## src/rtl/mstep_pkg.sv

```systemverilog
package mstep_pkg;
  localparam int unsigned WORD_W = 32;

  typedef struct packed {
    logic n;
    logic z;
    logic v;
    logic c;
  } flags_t;
endpackage

```

## src/rtl/mstep_core.sv

```systemverilog
module mstep_core
  import mstep_pkg::*;
#(
  parameter int unsigned W = WORD_W
) (
  input  logic [W-1:0] op1_i,
  input  logic [W-1:0] mcand_i,
  input  logic         n_i,
  input  logic         v_i,
  input  logic [W-1:0] y_i,
  output logic [W-1:0] sum_o,
  output logic [W-1:0] y_o,
  output flags_t       flags_o
);
  logic [W-1:0] shifted;
  logic [W-1:0] addend;
  logic [W:0]   wide;

  // restore true sign of previous 33-bit sum
  assign shifted = {n_i ^ v_i, op1_i[W-1:1]};
  assign addend  = y_i[0] ? mcand_i : '0;
  assign wide    = {1'b0, shifted} + {1'b0, addend};
  assign sum_o   = wide[W-1:0];
  assign y_o     = {op1_i[0], y_i[W-1:1]};

  always_comb begin
    flags_o.n = wide[W-1];
    flags_o.z = (wide[W-1:0] == '0);
    flags_o.v = (shifted[W-1] == addend[W-1]) && (wide[W-1] != addend[W-1]);
    flags_o.c = wide[W];
  end
endmodule

```

## src/rtl/mstep_seq.sv

```systemverilog
module mstep_seq
  import mstep_pkg::*;
#(
  parameter int unsigned W = WORD_W
) (
  input  logic         clk_i,
  input  logic         rst_ni,
  input  logic         start_i,
  input  logic [W-1:0] mult_i,
  input  logic [W-1:0] mcand_i,
  output logic         busy_o,
  output logic         done_o,
  output logic [W-1:0] prod_hi_o,
  output logic [W-1:0] prod_lo_o
);
  localparam int unsigned CW = $clog2(W + 1);
  localparam logic [CW-1:0] LAST = CW'(W);

  logic [W-1:0]  p_q, y_q, m_q;
  logic          n_q, v_q, busy_q, done_q;
  logic [CW-1:0] cnt_q;
  logic [W-1:0]  sum_nxt, y_nxt, step_mcand;
  flags_t        fl_nxt;

  // closing step adds zero
  assign step_mcand = (cnt_q == LAST) ? '0 : m_q;

  mstep_core #(.W(W)) i_core (
    .op1_i  (p_q),
    .mcand_i(step_mcand),
    .n_i    (n_q),
    .v_i    (v_q),
    .y_i    (y_q),
    .sum_o  (sum_nxt),
    .y_o    (y_nxt),
    .flags_o(fl_nxt)
  );

  always_ff @(posedge clk_i or negedge rst_ni) begin
    if (!rst_ni) begin
      p_q    <= '0;
      y_q    <= '0;
      m_q    <= '0;
      n_q    <= 1'b0;
      v_q    <= 1'b0;
      busy_q <= 1'b0;
      done_q <= 1'b0;
      cnt_q  <= '0;
    end else begin
      done_q <= 1'b0;
      if (busy_q) begin
        p_q <= sum_nxt;
        y_q <= y_nxt;
        n_q <= fl_nxt.n;
        v_q <= fl_nxt.v;
        if (cnt_q == LAST) begin
          busy_q <= 1'b0;
          done_q <= 1'b1;
        end else begin
          cnt_q <= cnt_q + 1'b1;
        end
      end else if (start_i) begin
        busy_q <= 1'b1;
        cnt_q  <= '0;
        p_q    <= '0;
        y_q    <= mult_i;
        m_q    <= mcand_i;
        n_q    <= 1'b0;
        v_q    <= 1'b0;
      end
    end
  end

  assign busy_o    = busy_q;
  assign done_o    = done_q;
  assign prod_hi_o = p_q;
  assign prod_lo_o = y_q;


  busy_done_excl_chk: assert property (@(posedge clk_i) disable iff (!rst_ni)
    !(busy_o && done_o));

  done_pulse_chk: assert property (@(posedge clk_i) disable iff (!rst_ni)
    done_o |=> !done_o);

  start_accept_chk: assert property (@(posedge clk_i) disable iff (!rst_ni)
    (start_i && !busy_o) |=> busy_o);

  idle_hold_chk: assert property (@(posedge clk_i) disable iff (!rst_ni)
    (!busy_o && !start_i) |=> ($stable(prod_hi_o) && $stable(prod_lo_o)));

  no_restart_chk: assert property (@(posedge clk_i) disable iff (!rst_ni)
    (busy_o && cnt_q != LAST) |=> busy_o);
endmodule

```

## src/rtl/mstep_unit.sv

```systemverilog
module mstep_unit
  import mstep_pkg::*;
#(
  parameter int unsigned W = WORD_W
) (
  input  logic         clk_i,
  input  logic         rst_ni,
  input  logic [W-1:0] st_op1_i,
  input  logic [W-1:0] st_mcand_i,
  input  logic         st_n_i,
  input  logic         st_v_i,
  input  logic [W-1:0] st_y_i,
  output logic [W-1:0] st_sum_o,
  output logic [W-1:0] st_y_o,
  output logic [3:0]   st_flags_o,
  input  logic         start_i,
  input  logic [W-1:0] mult_i,
  input  logic [W-1:0] mcand_i,
  output logic         busy_o,
  output logic         done_o,
  output logic [W-1:0] prod_hi_o,
  output logic [W-1:0] prod_lo_o
);
  flags_t st_flags;

  mstep_core #(.W(W)) i_step (
    .op1_i  (st_op1_i),
    .mcand_i(st_mcand_i),
    .n_i    (st_n_i),
    .v_i    (st_v_i),
    .y_i    (st_y_i),
    .sum_o  (st_sum_o),
    .y_o    (st_y_o),
    .flags_o(st_flags)
  );

  assign st_flags_o = st_flags;

  mstep_seq #(.W(W)) i_seq (
    .clk_i    (clk_i),
    .rst_ni   (rst_ni),
    .start_i  (start_i),
    .mult_i   (mult_i),
    .mcand_i  (mcand_i),
    .busy_o   (busy_o),
    .done_o   (done_o),
    .prod_hi_o(prod_hi_o),
    .prod_lo_o(prod_lo_o)
  );
endmodule

```

## config.mk

```make
export PLATFORM = sky130hd
export DESIGN_NAME = mstep_unit
export DESIGN_NICKNAME = d
export VERILOG_FILES = /design/src/rtl/mstep_pkg.sv /design/src/rtl/mstep_core.sv /design/src/rtl/mstep_seq.sv /design/src/rtl/mstep_unit.sv
export SDC_FILE = /design/constraint.sdc
export NUM_CORES = 1
export LEC_CHECK = 0
export BUFFER_PORTS_ARGS = -buffer_cell sky130_fd_sc_hd__buf_2
export CORE_ASPECT_RATIO = 0.75
export CORE_MARGIN = 1
export CORE_UTILIZATION = 51
export DETAILED_ROUTE_END_ITERATION = 7
export PLACE_DENSITY_LB_ADDON = 0.05
export RECOVER_POWER = 50
export SLEW_MARGIN = 10
export SYNTH_ARGS = -nofsm -noshare
export SYNTH_HDL_FRONTEND = slang
export SYNTH_SLANG_ARGS = --single-unit
```

## constraint.sdc

```tcl
create_clock -name clk_i -period 4.8 [get_ports clk_i]
set_input_delay 0.24 -clock clk_i [delete_from_list [all_inputs] [get_ports clk_i]]
set_output_delay 0.24 -clock clk_i [all_outputs]
set_load 0.01 [all_outputs]
```

==> impl_metrics.toml, run 1 <==
[logic_synthesis]
synthesis.instances = 890
postSynth.topFlopCell = "dfrtp_1"
netlist_top_cells_count = "dfrtp_1, nand2_1, o21ai_0"
synth-async-reset-ratio_pct = 100
post_synth_edffs = 0
yosysWarnings = 0
flip_flop_and_latch_count_after_synthesis = 105
yosysMostFrequentCell = "dfrtp_1"
syn_area_mm2 = 0.00813
netlist.area_leader.share_pct = 32.3
post-synth-top-area-cell = "dfrtp_1"
yosysSeqAreaShare_pct = 32.3
synth.area.top_cells = "dfrtp_1, ha_1, mux2_2, mux2i_1, o21ai_0"
post_synth_num_cell_types = 68
synth_fp_nets = 1122
syn_area_per_cell_um2 = 9.13

[floorplan]
dieArea_mm2 = 0.0164
boundaryPins = 299
die_width_um = 148
die_y_um = 111
placeableCoreArea_mm2 = 0.0154
core.rowCount = 39
start_util_pct = 52.7

[drt]
antenna_left = 0
post_drt_wl_per_cell_um = 15.8
dr_drc_count = 0
drt_pass1_iterations = 5
drt_first_iter_violations = 365
detailroute.via_count = 7035
detail_route.vias_per_cell = 5.49
totalWireLength_mm = 20.3

[finish]
fill_cells = 1446
fraction_of_layout_cells_with_a_size_suffix_above_1_pct = 23.3
layout-area-overhead-vs-synth_pct = 17.1
nNetsFinal = 1302

[sta]
final_max_slew_viol_count = 80
postLayoutSetupSlackWorst_ns = 0.163
hold_slack_ns = 0.110
clock-skew-final_ns = 0.00875
max_slew_margin_pct = -34.5
finalCritPeriodShare_pct = 96.6
timing_hold_violations_final = 0
tightest_slew_ns = 2.02
timing.final.setup_violations = 0
setup_repair_after_global_routing_missed_its_margin = "true"
max_freq_mhz = 216
final_period_minus_worst_setup_slack_ns = 4.64

[place]
pre_cts_ws_ns = 0.0284
buffer_ports.inserted = 234
gp_congestion = 0.914
dp_hpwl_mm = 15.5

[clock_network]
clk_path_buf_depth = 2
clock_tree_from_tritoncts = "done"
root_buffer = "clkbuf_16"
numCtsBuffers = 9
htreeDepth = 3
cts_setup_buffers = 0
clkLatencyLatePin_ns = 0.35
cts.reportedPaths.clkPinSlew_ns = 0.08
cts.sinks = 105

[outcome]
outcome = "finished, violations left"
violations = "capacitance limit, slew limit"

[grt]
grt_pass1_wl_mm = 33.4
antenna_found_initial = 2
largest_net_degree_at_the_start_of_global_routing = 71
first_global_vias = 6711
track_usage_pct = 24.8
grt_ovf = 0

[hold_path]
hold_path_end = "i_seq.m_q[4]"
worst_hold_startpoint = "mcand_i[4]"
min_delay_path_depth = 2
min-delay-path-class = "in2reg"

[setup_path]
reg2reg_setup_slack_ns = 0.47
worst_setup_path_end_kind = "primary output"
worst_flop_to_flop_path_endpoint = "i_seq.prod_hi_o[30]"
crit_path_start_kind = "input port"
timing.setup.critical_path_class = "in2out"
ff2ff_path_depth = 16
cp_data_arrival_time_ns = 4.40
worst_ep_required_time_ns = 4.56
timing.critical_path.fanout_max = 6
launching_point_of_the_worst_reg2reg_path = "i_seq.cnt_q[2]"

[power_and_ir_drop]
power_per_cell_area_mw_per_mm2 = 579
ir_worst_vdd_mv = 0.268
p_total_mw = 5.50
power.leakage_nw = 4.77

[flow_run]
max-cap-violations = 2
per-layer routing:
metal  track usage, %  part of all wire [%]  vias up
li1                 -                     -     3549
met1             37.6                    51     3278
met5                0                     0        -
met3             5.02                   5.8       26
met4             5.29                  0.83        0
met2             36.3                    42      182
repair_timing:
action | CTS | global route
hold buffers | 1 | 0
endpoints found under the hold margin | 35 | 0
gates resized for setup | 0 | 11
endpoints found under the setup margin | 0 | 3
registers in the layout, indices dropped and copies added (netlist names):
name             count
i_seq.prod_lo_o     32
i_seq.v_q            1
i_seq.cnt_q          6
i_seq.prod_hi_o     32
i_seq.m_q           32
i_seq.busy_o         1
i_seq.done_o         1
logic make-up after synthesis:
group                    count (synthesis)  synth area share [%]
flip-flops                             105                  32.3
AND/OR/NAND/NOR                        250                  16.2
AO/OA/AOI/OAI                          251                  20.0
buffers and inverters                   92                  5.91
adder cells (fa/ha/maj)                 67                  10.5
multiplexers                            70                  9.13
XOR/XNOR                                55                  5.93
area by class of cell:
type | instances | area [µm²] | area share (%)
tap | 205 | 256 | 2.70
antenna | 2 | 5.00 | 0.0526
clock buffer | 9 | 225 | 2.37
timing repair buffer | 246 | 1180 | 12.4
inverter | 15 | 56.3 | 0.592
multi-input combinational | 693 | 5080 | 53.4
sequential | 105 | 2630 | 27.6
clock inverter | 7 | 87.6 | 0.921
through the flow:
stage / std cells / TNS [ns] / util (%) / cell area, µm²
after floorplan: 890 / 0 / - / 8130
after global placement: 1263 / 0 / 59.8 / 9230
after detailed placement: 1263 / 0 / 59.8 / 9230
after CTS: 1280 / 0 / 61.9 / 9550
after global routing: 1280 / -0.0195 / 61.7 / 9510
final: 1282 / 0 / 61.7 / 9510
report_power, final:
group,switching [mW],leakage (nW),internal (mW),total (mW)
logic,1.62,3.37,1.39,3.01
registers,0.364,1.25,1.36,1.72
clock network,0.356,0.151,0.415,0.771
how the worst max path moves through the flow:
stage          depth (start not counted)  slack [ns]  startpoint            end
4_1_cts                               15       0.008   st_y_i[0]  st_flags_o[2]
2_1_floorplan                         14        0.41   st_y_i[0]  st_flags_o[2]
3_3_place_gp                          15        0.11   st_y_i[0]  st_flags_o[2]
5_1_grt                               15       -0.02   st_y_i[0]  st_flags_o[2]
3_5_place_dp                          15        0.03   st_y_i[0]  st_flags_o[2]
6_report                              15        0.16   st_y_i[0]  st_flags_o[2]
critical path: stages:
cell,delay [ns]
buf_2,0.13
and2_1,0.14
ha_1,0.23
fa_2,0.40
a211oi_4,0.24
o21bai_2,0.13
a2111o_1,0.43
and4_4,0.20
nand4bb_1,0.22
or4_4,0.52
a2111o_1,0.38
nor4_2,0.26
or4b_1,0.47
nor4b_2,0.25
buf_2,0.16
cells in the final DEF, fill, tap and decap left out, types with 5 or more instances in the layout:
master / instances
xnor2_1: 30
nor2b_1: 5
a211o_1: 6
and2_1: 41
buf_2: 167
buf_4: 10
a21o_1: 30
dfrtp_1: 105
inv_1: 15
and3_1: 38
nor2_1: 28
o21ai_1: 12
nand2_1: 81
xor2_1: 25
nand3_1: 12
a21oi_1: 57
mux2_2: 33
o21a_1: 5
o21ai_0: 72
nand2b_1: 5
nand4_1: 8
mux2i_1: 37
ha_1: 65
clkbuf_1: 68
o31ai_1: 5
o21bai_1: 9
a22o_1: 10
clkbuf_16: 9
No activity file was read; power rests on OpenSTA's default activity.
==> run 2, diff against run 1 <==
--- a/config.mk
+++ b/config.mk
@@ -11,8 +11,7 @@
 export CORE_UTILIZATION = 51
 export DETAILED_ROUTE_END_ITERATION = 7
 export PLACE_DENSITY_LB_ADDON = 0.05
-export RECOVER_POWER = 50
-export SLEW_MARGIN = 10
+export RECOVER_POWER = 25
 export SYNTH_ARGS = -nofsm -noshare
 export SYNTH_HDL_FRONTEND = slang
 export SYNTH_SLANG_ARGS = --single-unit
==> run 2 against run 1 <==
Net effect: the flow still finishes with violations (capacitance limit, slew limit); first-iteration DRC count increased by 0.27%; maximum frequency is 0.66% higher; critical endpoint unchanged; setup slack better by 0.030 ns; largest cell class unchanged; largest power group unchanged; sequential cell count stayed put.
==> impl_metrics.toml, run 2 (same netlist as run 1, synthesis figures left out) <==
[outcome]
outcome = "finished, violations left"
violations = "capacitance limit, slew limit"

[drt]
met3_length_mm = 1.18
drt_pass1_iterations = 5
route.layer.met1.wl_mm = 10.4
totalWireLength_mm = 20.3
post_drt_wl_per_cell_um = 15.8
detailroute.via_count = 7054
dr_drc_count = 0
detail_route.vias_per_cell = 5.50
drt_first_iter_violations = 366
antenna_left = 0
met2WireLength_mm = 8.54
top_layer_used = "met4"

[hold_path]
worst_hold_startpoint = "mcand_i[4]"
min-delay-path-class = "in2reg"

[finish]
nNetsFinal = 1302
fraction_of_layout_cells_with_a_size_suffix_above_1_pct = 27.9
layout-area-overhead-vs-synth_pct = 17.9
mostFrequentLayoutCells = "buf_2, dfrtp_1, nand2_1"
fill_cells = 1430
final_core_util_pct = 62.1
layout.cells.non_filler = 1282
final_common_cell = "buf_2"

[sta]
tightest_slew_ns = 2.02
clock-skew-final_ns = 0.00900
final_period_minus_worst_setup_slack_ns = 4.61
final_max_slew_viol_count = 37
setup_repair_after_global_routing_missed_its_margin = "true"
max_slew_margin_pct = -34.4
finalCritPeriodShare_pct = 96.0
timing_hold_violations_final = 0
hold_slack_ns = 0.110
max_freq_mhz = 217
timing.final.setup_violations = 0

[clock_network]
clock_tree_from_tritoncts = "done"
root_buffer = "clkbuf_16"
cts_setup_buffers = 0
cts.sinks = 105
cts.reportedPaths.clkPinSlew_ns = 0.08
clkLatencyLatePin_ns = 0.35
numCtsBuffers = 9
htreeDepth = 3
clk_path_buf_depth = 2

[setup_path]
timing.critical_path.depth = 15
crit_path_cell_chain = "buf_2, and2_1, ha_1, fa_2, a211oi_4, o21bai_2, a2111o_1, and4_4, nand4bb_1, or4_4, a2111o_1, nor4_2, or4b_1, nor4b_2, buf_2"
worst_setup_path_end_kind = "primary output"
ff2ff_path_depth = 16
cpLargestDelayFamily = "simple AND/OR/NAND/NOR gates"
worst_ep_required_time_ns = 4.56
path_buf_inv = 2
worstSetupEndpoint = "st_flags_o[2]"
timing.critical_path.fanout_max = 6
timing.setup.critical_path_class = "in2out"
crit_path_start_kind = "input port"
crit_slowest_cell = "or4_4"
reg2reg_setup_slack_ns = 0.47
critPathMaxStageDelay_ns = 0.51
worst_setup_startpoint = "st_y_i[0]"
worst_flop_to_flop_path_endpoint = "i_seq.prod_hi_o[30]"
cp_data_arrival_time_ns = 4.37
launching_point_of_the_worst_reg2reg_path = "i_seq.cnt_q[2]"

[power_and_ir_drop]
power.leakage_nw = 4.91
p_total_mw = 5.55
ir_worst_vdd_mv = 0.277
power_per_cell_area_mw_per_mm2 = 580

[grt]
track_usage_pct = 24.8
antenna_found_initial = 2
grt_ovf = 0
largest_net_degree_at_the_start_of_global_routing = 71
grt_pass1_wl_mm = 33.4
first_global_vias = 6711

[floorplan]
start_util_pct = 52.7
dieArea_mm2 = 0.0164
core.rowCount = 39
boundaryPins = 299
die_y_um = 111
die_width_um = 148
placeableCoreArea_mm2 = 0.0154

[flow_run]
max-cap-violations = 1

[place]
gp_congestion = 0.914
buffer_ports.inserted = 234
placed_cells_incl_taps = 1263
dp_hpwl_mm = 15.5
-- run 2: changes by cell type in the layout (fill, tap and decap cells not counted), sizes merged --
cell    previous run  this run
buf              177       226
clkbuf            77        28
-- run 2: layer usage --
layer / vias up / track usage, %
met3: 26 / 5.02
li1: 3550 / -
met5: - / 0
met1: 3286 / 37.6
met4: 0 / 5.29
met2: 192 / 36.3
-- run 2: how the worst min path moves through the flow --
stage / endpoint / slack, ns / depth (start not counted)
final: i_seq.m_q[4] / 0.11 / 2
after global routing: i_seq.m_q[4] / 0.09 / 2
after CTS: i_seq.m_q[4] / 0.09 / 2
after detailed placement: i_seq.prod_lo_o[9] / 0.23 / 1
after global placement: i_seq.prod_lo_o[9] / 0.24 / 1
after floorplan: i_seq.busy_o / -0.06 / 0
-- run 2: what timing repair did --
action	CTS	global route
setup endpoints to repair	0	3
resized for setup	0	11
hold endpoints to repair	35	0
hold buffers	1	0
-- run 2: area by class of cell --
class / count / area, µm² / share of cell area (%)
multi-input combinational: 693 / 5080 / 53.0
sequential: 105 / 2630 / 27.4
timing repair buffer: 246 / 1240 / 12.9
tap: 205 / 256 / 2.68
clock buffer: 9 / 225 / 2.35
clock inverter: 7 / 87.6 / 0.915
inverter: 15 / 56.3 / 0.588
antenna: 2 / 5.00 / 0.0523
-- run 2: metrics by stage --
| step | instance area, µm² | setup TNS (ns) | worst slack (ns) |
|---|---|---|---|
| floorplan | 8130 | 0 | 0.412 |
| global placement | 9230 | 0 | 0.114 |
| detailed placement | 9230 | 0 | 0.0284 |
| CTS | 9550 | 0 | 0.00822 |
| global route | 9570 | -0.0195 | -0.0195 |
| finish | 9580 | 0 | 0.193 |
-- run 2: power by group --
part           internal [mW]  leakage [nW]  total (mW)  switching [mW]
combinational           1.44          3.50        3.06            1.62
clock                  0.415         0.151       0.773           0.358
sequential              1.36          1.25        1.72           0.359
==> run 3, diff against run 2 <==
--- a/config.mk
+++ b/config.mk
@@ -6,10 +6,12 @@
 export NUM_CORES = 1
 export LEC_CHECK = 0
 export BUFFER_PORTS_ARGS = -buffer_cell sky130_fd_sc_hd__buf_2
+export CAP_MARGIN = 20
 export CORE_ASPECT_RATIO = 0.75
 export CORE_MARGIN = 1
 export CORE_UTILIZATION = 51
 export DETAILED_ROUTE_END_ITERATION = 7
+export MAX_ROUTING_LAYER = met4
 export PLACE_DENSITY_LB_ADDON = 0.05
 export RECOVER_POWER = 25
 export SYNTH_ARGS = -nofsm -noshare
==> run 3 against run 2 <==
Net effect: the run still ends with capacitance limit, slew limit left; non-clock buffer count did not move; setup slack got worse by 0.039 ns; core utilization rose by 0.089 points; combinational power rose by 1%; final area rose by 0.14%; clock-buffer cell count did not move; critical path depth did not move; global-route usage rose by 0.67 points; maximum frequency fell by 0.84%; sequential cell count did not move; wire length rose by 0.54%; clock power barely moved; critical endpoint unchanged; largest cell class unchanged; largest power group unchanged.
==> impl_metrics.toml, run 3 (same netlist as run 1, synthesis figures left out) <==
[floorplan]
dieArea_mm2 = 0.0164
die_y_um = 111
placeableCoreArea_mm2 = 0.0154
boundaryPins = 299
die_width_um = 148
start_util_pct = 52.7
core.rowCount = 39

[grt]
grt_pass1_wl_mm = 33.2
largest_net_degree_at_the_start_of_global_routing = 69
grt_ovf = 0
track_usage_pct = 25.5
antenna_found_initial = 2
first_global_vias = 6626

[sta]
max_slew_margin_pct = -138
final_period_minus_worst_setup_slack_ns = 4.65
clock-skew-final_ns = 0.0105
timing_hold_violations_final = 0
finalCritPeriodShare_pct = 96.8
max_freq_mhz = 215
setup-tns-final_ns = 0
postLayoutSetupSlackWorst_ns = 0.154
hold_slack_ns = 0.112
timing.final.setup_violations = 0
tightest_slew_ns = 3.58
final_max_slew_viol_count = 69

[finish]
final_common_cell = "buf_2"
nNetsFinal = 1302
fill_cells = 1384
post-route-cell-area_mm2 = 0.00959
fraction_of_layout_cells_with_a_size_suffix_above_1_pct = 29.7
layout-area-overhead-vs-synth_pct = 18.0
mostFrequentLayoutCells = "buf_2, dfrtp_1, nand2_1"

[clock_network]
clk_path_buf_depth = 2
cts.reportedPaths.clkPinSlew_ns = 0.08
cts-hold-fix-buffers = 0
root_buffer = "clkbuf_16"
clock_tree_from_tritoncts = "done"
numCtsBuffers = 9
htreeDepth = 3
cts.sinks = 105
clkLatencyLatePin_ns = 0.35

[outcome]
outcome = "finished, violations left"
violations = "capacitance limit, slew limit"

[drt]
detail_route.vias_per_cell = 5.53
totalWireLength_mm = 20.4
drt_pass1_iterations = 4
antenna_left = 0
post_drt_wl_per_cell_um = 15.9
detailroute.via_count = 7088
drt_first_iter_violations = 347
dr_drc_count = 0

[setup_path]
timing.critical_path.fanout_max = 6
worst_setup_startpoint = "st_y_i[0]"
crit_path_start_kind = "input port"
worst_setup_path_end_kind = "primary output"
cp_data_arrival_time_ns = 4.41
worst_ep_required_time_ns = 4.56
timing.setup.critical_path_class = "in2out"
launching_point_of_the_worst_reg2reg_path = "i_seq.cnt_q[2]"

[hold_path]
min-delay-path-class = "in2reg"
worst_hold_startpoint = "mcand_i[4]"

[power_and_ir_drop]
power.leakage_nw = 4.95
ir_worst_vdd_mv = 0.339
power_per_cell_area_mw_per_mm2 = 583

[place]
buffer_ports.inserted = 234
gp_congestion = 0.937
dp_hpwl_mm = 15.5
placement.cell_area_mm2 = 0.00923
pre_cts_ws_ns = 0.0569

[flow_run]
max-cap-violations = 1
==> run 3: cell types whose count changed in the layout (fill, tap and decap cells not counted), sizes merged <==
| cell | change |
|---|---|
| clkbuf | -18 |
| buf | +19 |
| clkinv | -1 |
| dlygate4sd3 | -1 |
| inv | +1 |
==> run 3: critical path: stages <==
cell,delay (ns)
buf_2,0.13
and2_1,0.14
ha_1,0.23
fa_2,0.39
a211oi_2,0.27
o21bai_2,0.15
a2111o_1,0.44
and4_4,0.20
nand4bb_1,0.17
or4_1,0.52
a2111o_1,0.40
nor4_2,0.27
or4b_1,0.47
nor4b_2,0.22
buf_2,0.17
==> run 3: cell type report <==
cell class                 instances  area, µm²  area share, %
multi-input combinational        693       5070           52.9
sequential                       105       2630           27.4
timing repair buffer             246       1260           13.1
tap                              205        256           2.67
clock buffer                       9        225           2.35
clock inverter                     7       87.6          0.913
inverter                          15       56.3          0.587
antenna                            2       5.00         0.0522
==> run 3: timing repair <==
action / 4_1_cts / 5_1_grt
gates resized for setup: 0 / 10
setup endpoints to repair: 0 / 3
setup buffers: 0 / 1
==> run 3: stage by stage <==
| step | power, mW | std cells | utilization (%) |
|---|---|---|---|
| floorplan | 3.91 | 890 | - |
| CTS | 5.61 | 1279 | 61.9 |
| finish | 5.59 | 1282 | 62.2 |
| detailed placement | 4.80 | 1263 | 59.8 |
| global route | 6.09 | 1282 | 62.2 |
| global placement | 4.75 | 1263 | 59.8 |
==> run 3: worst paths after layout <==
kind / cells past startpoint / endpoint / slack, ns
max: 15 / st_flags_o[2] / 0.15
min: 2 / i_seq.m_q[4] / 0.11
max reg2reg: 16 / i_seq.prod_hi_o[30] / 0.50
min reg2reg: 1 / i_seq.m_q[23] / 0.50
max in group asynchronous: 1 / i_seq.busy_o / 1.42
min in group asynchronous: 1 / i_seq.m_q[28] / 1.09
==> run 3: metal layers <==
| metal | part of all wire, % | GRT usage [%] | wire [µm] |
|---|---|---|---|
| met5 | 0 | - | 0 |
| met4 | 0.80 | 3.85 | 163 |
| met3 | 5.6 | 5.51 | 1140 |
| met2 | 42 | 36.6 | 8630 |
| met1 | 51 | 37.3 | 10500 |
==> run 3: power breakdown <==
group	leakage [nW]	switching, mW	internal (mW)	total [mW]
clock network	0.151	0.360	0.416	0.776
logic	3.55	1.64	1.46	3.10
registers	1.25	0.358	1.36	1.72
total	4.95	2.35	3.24	5.59
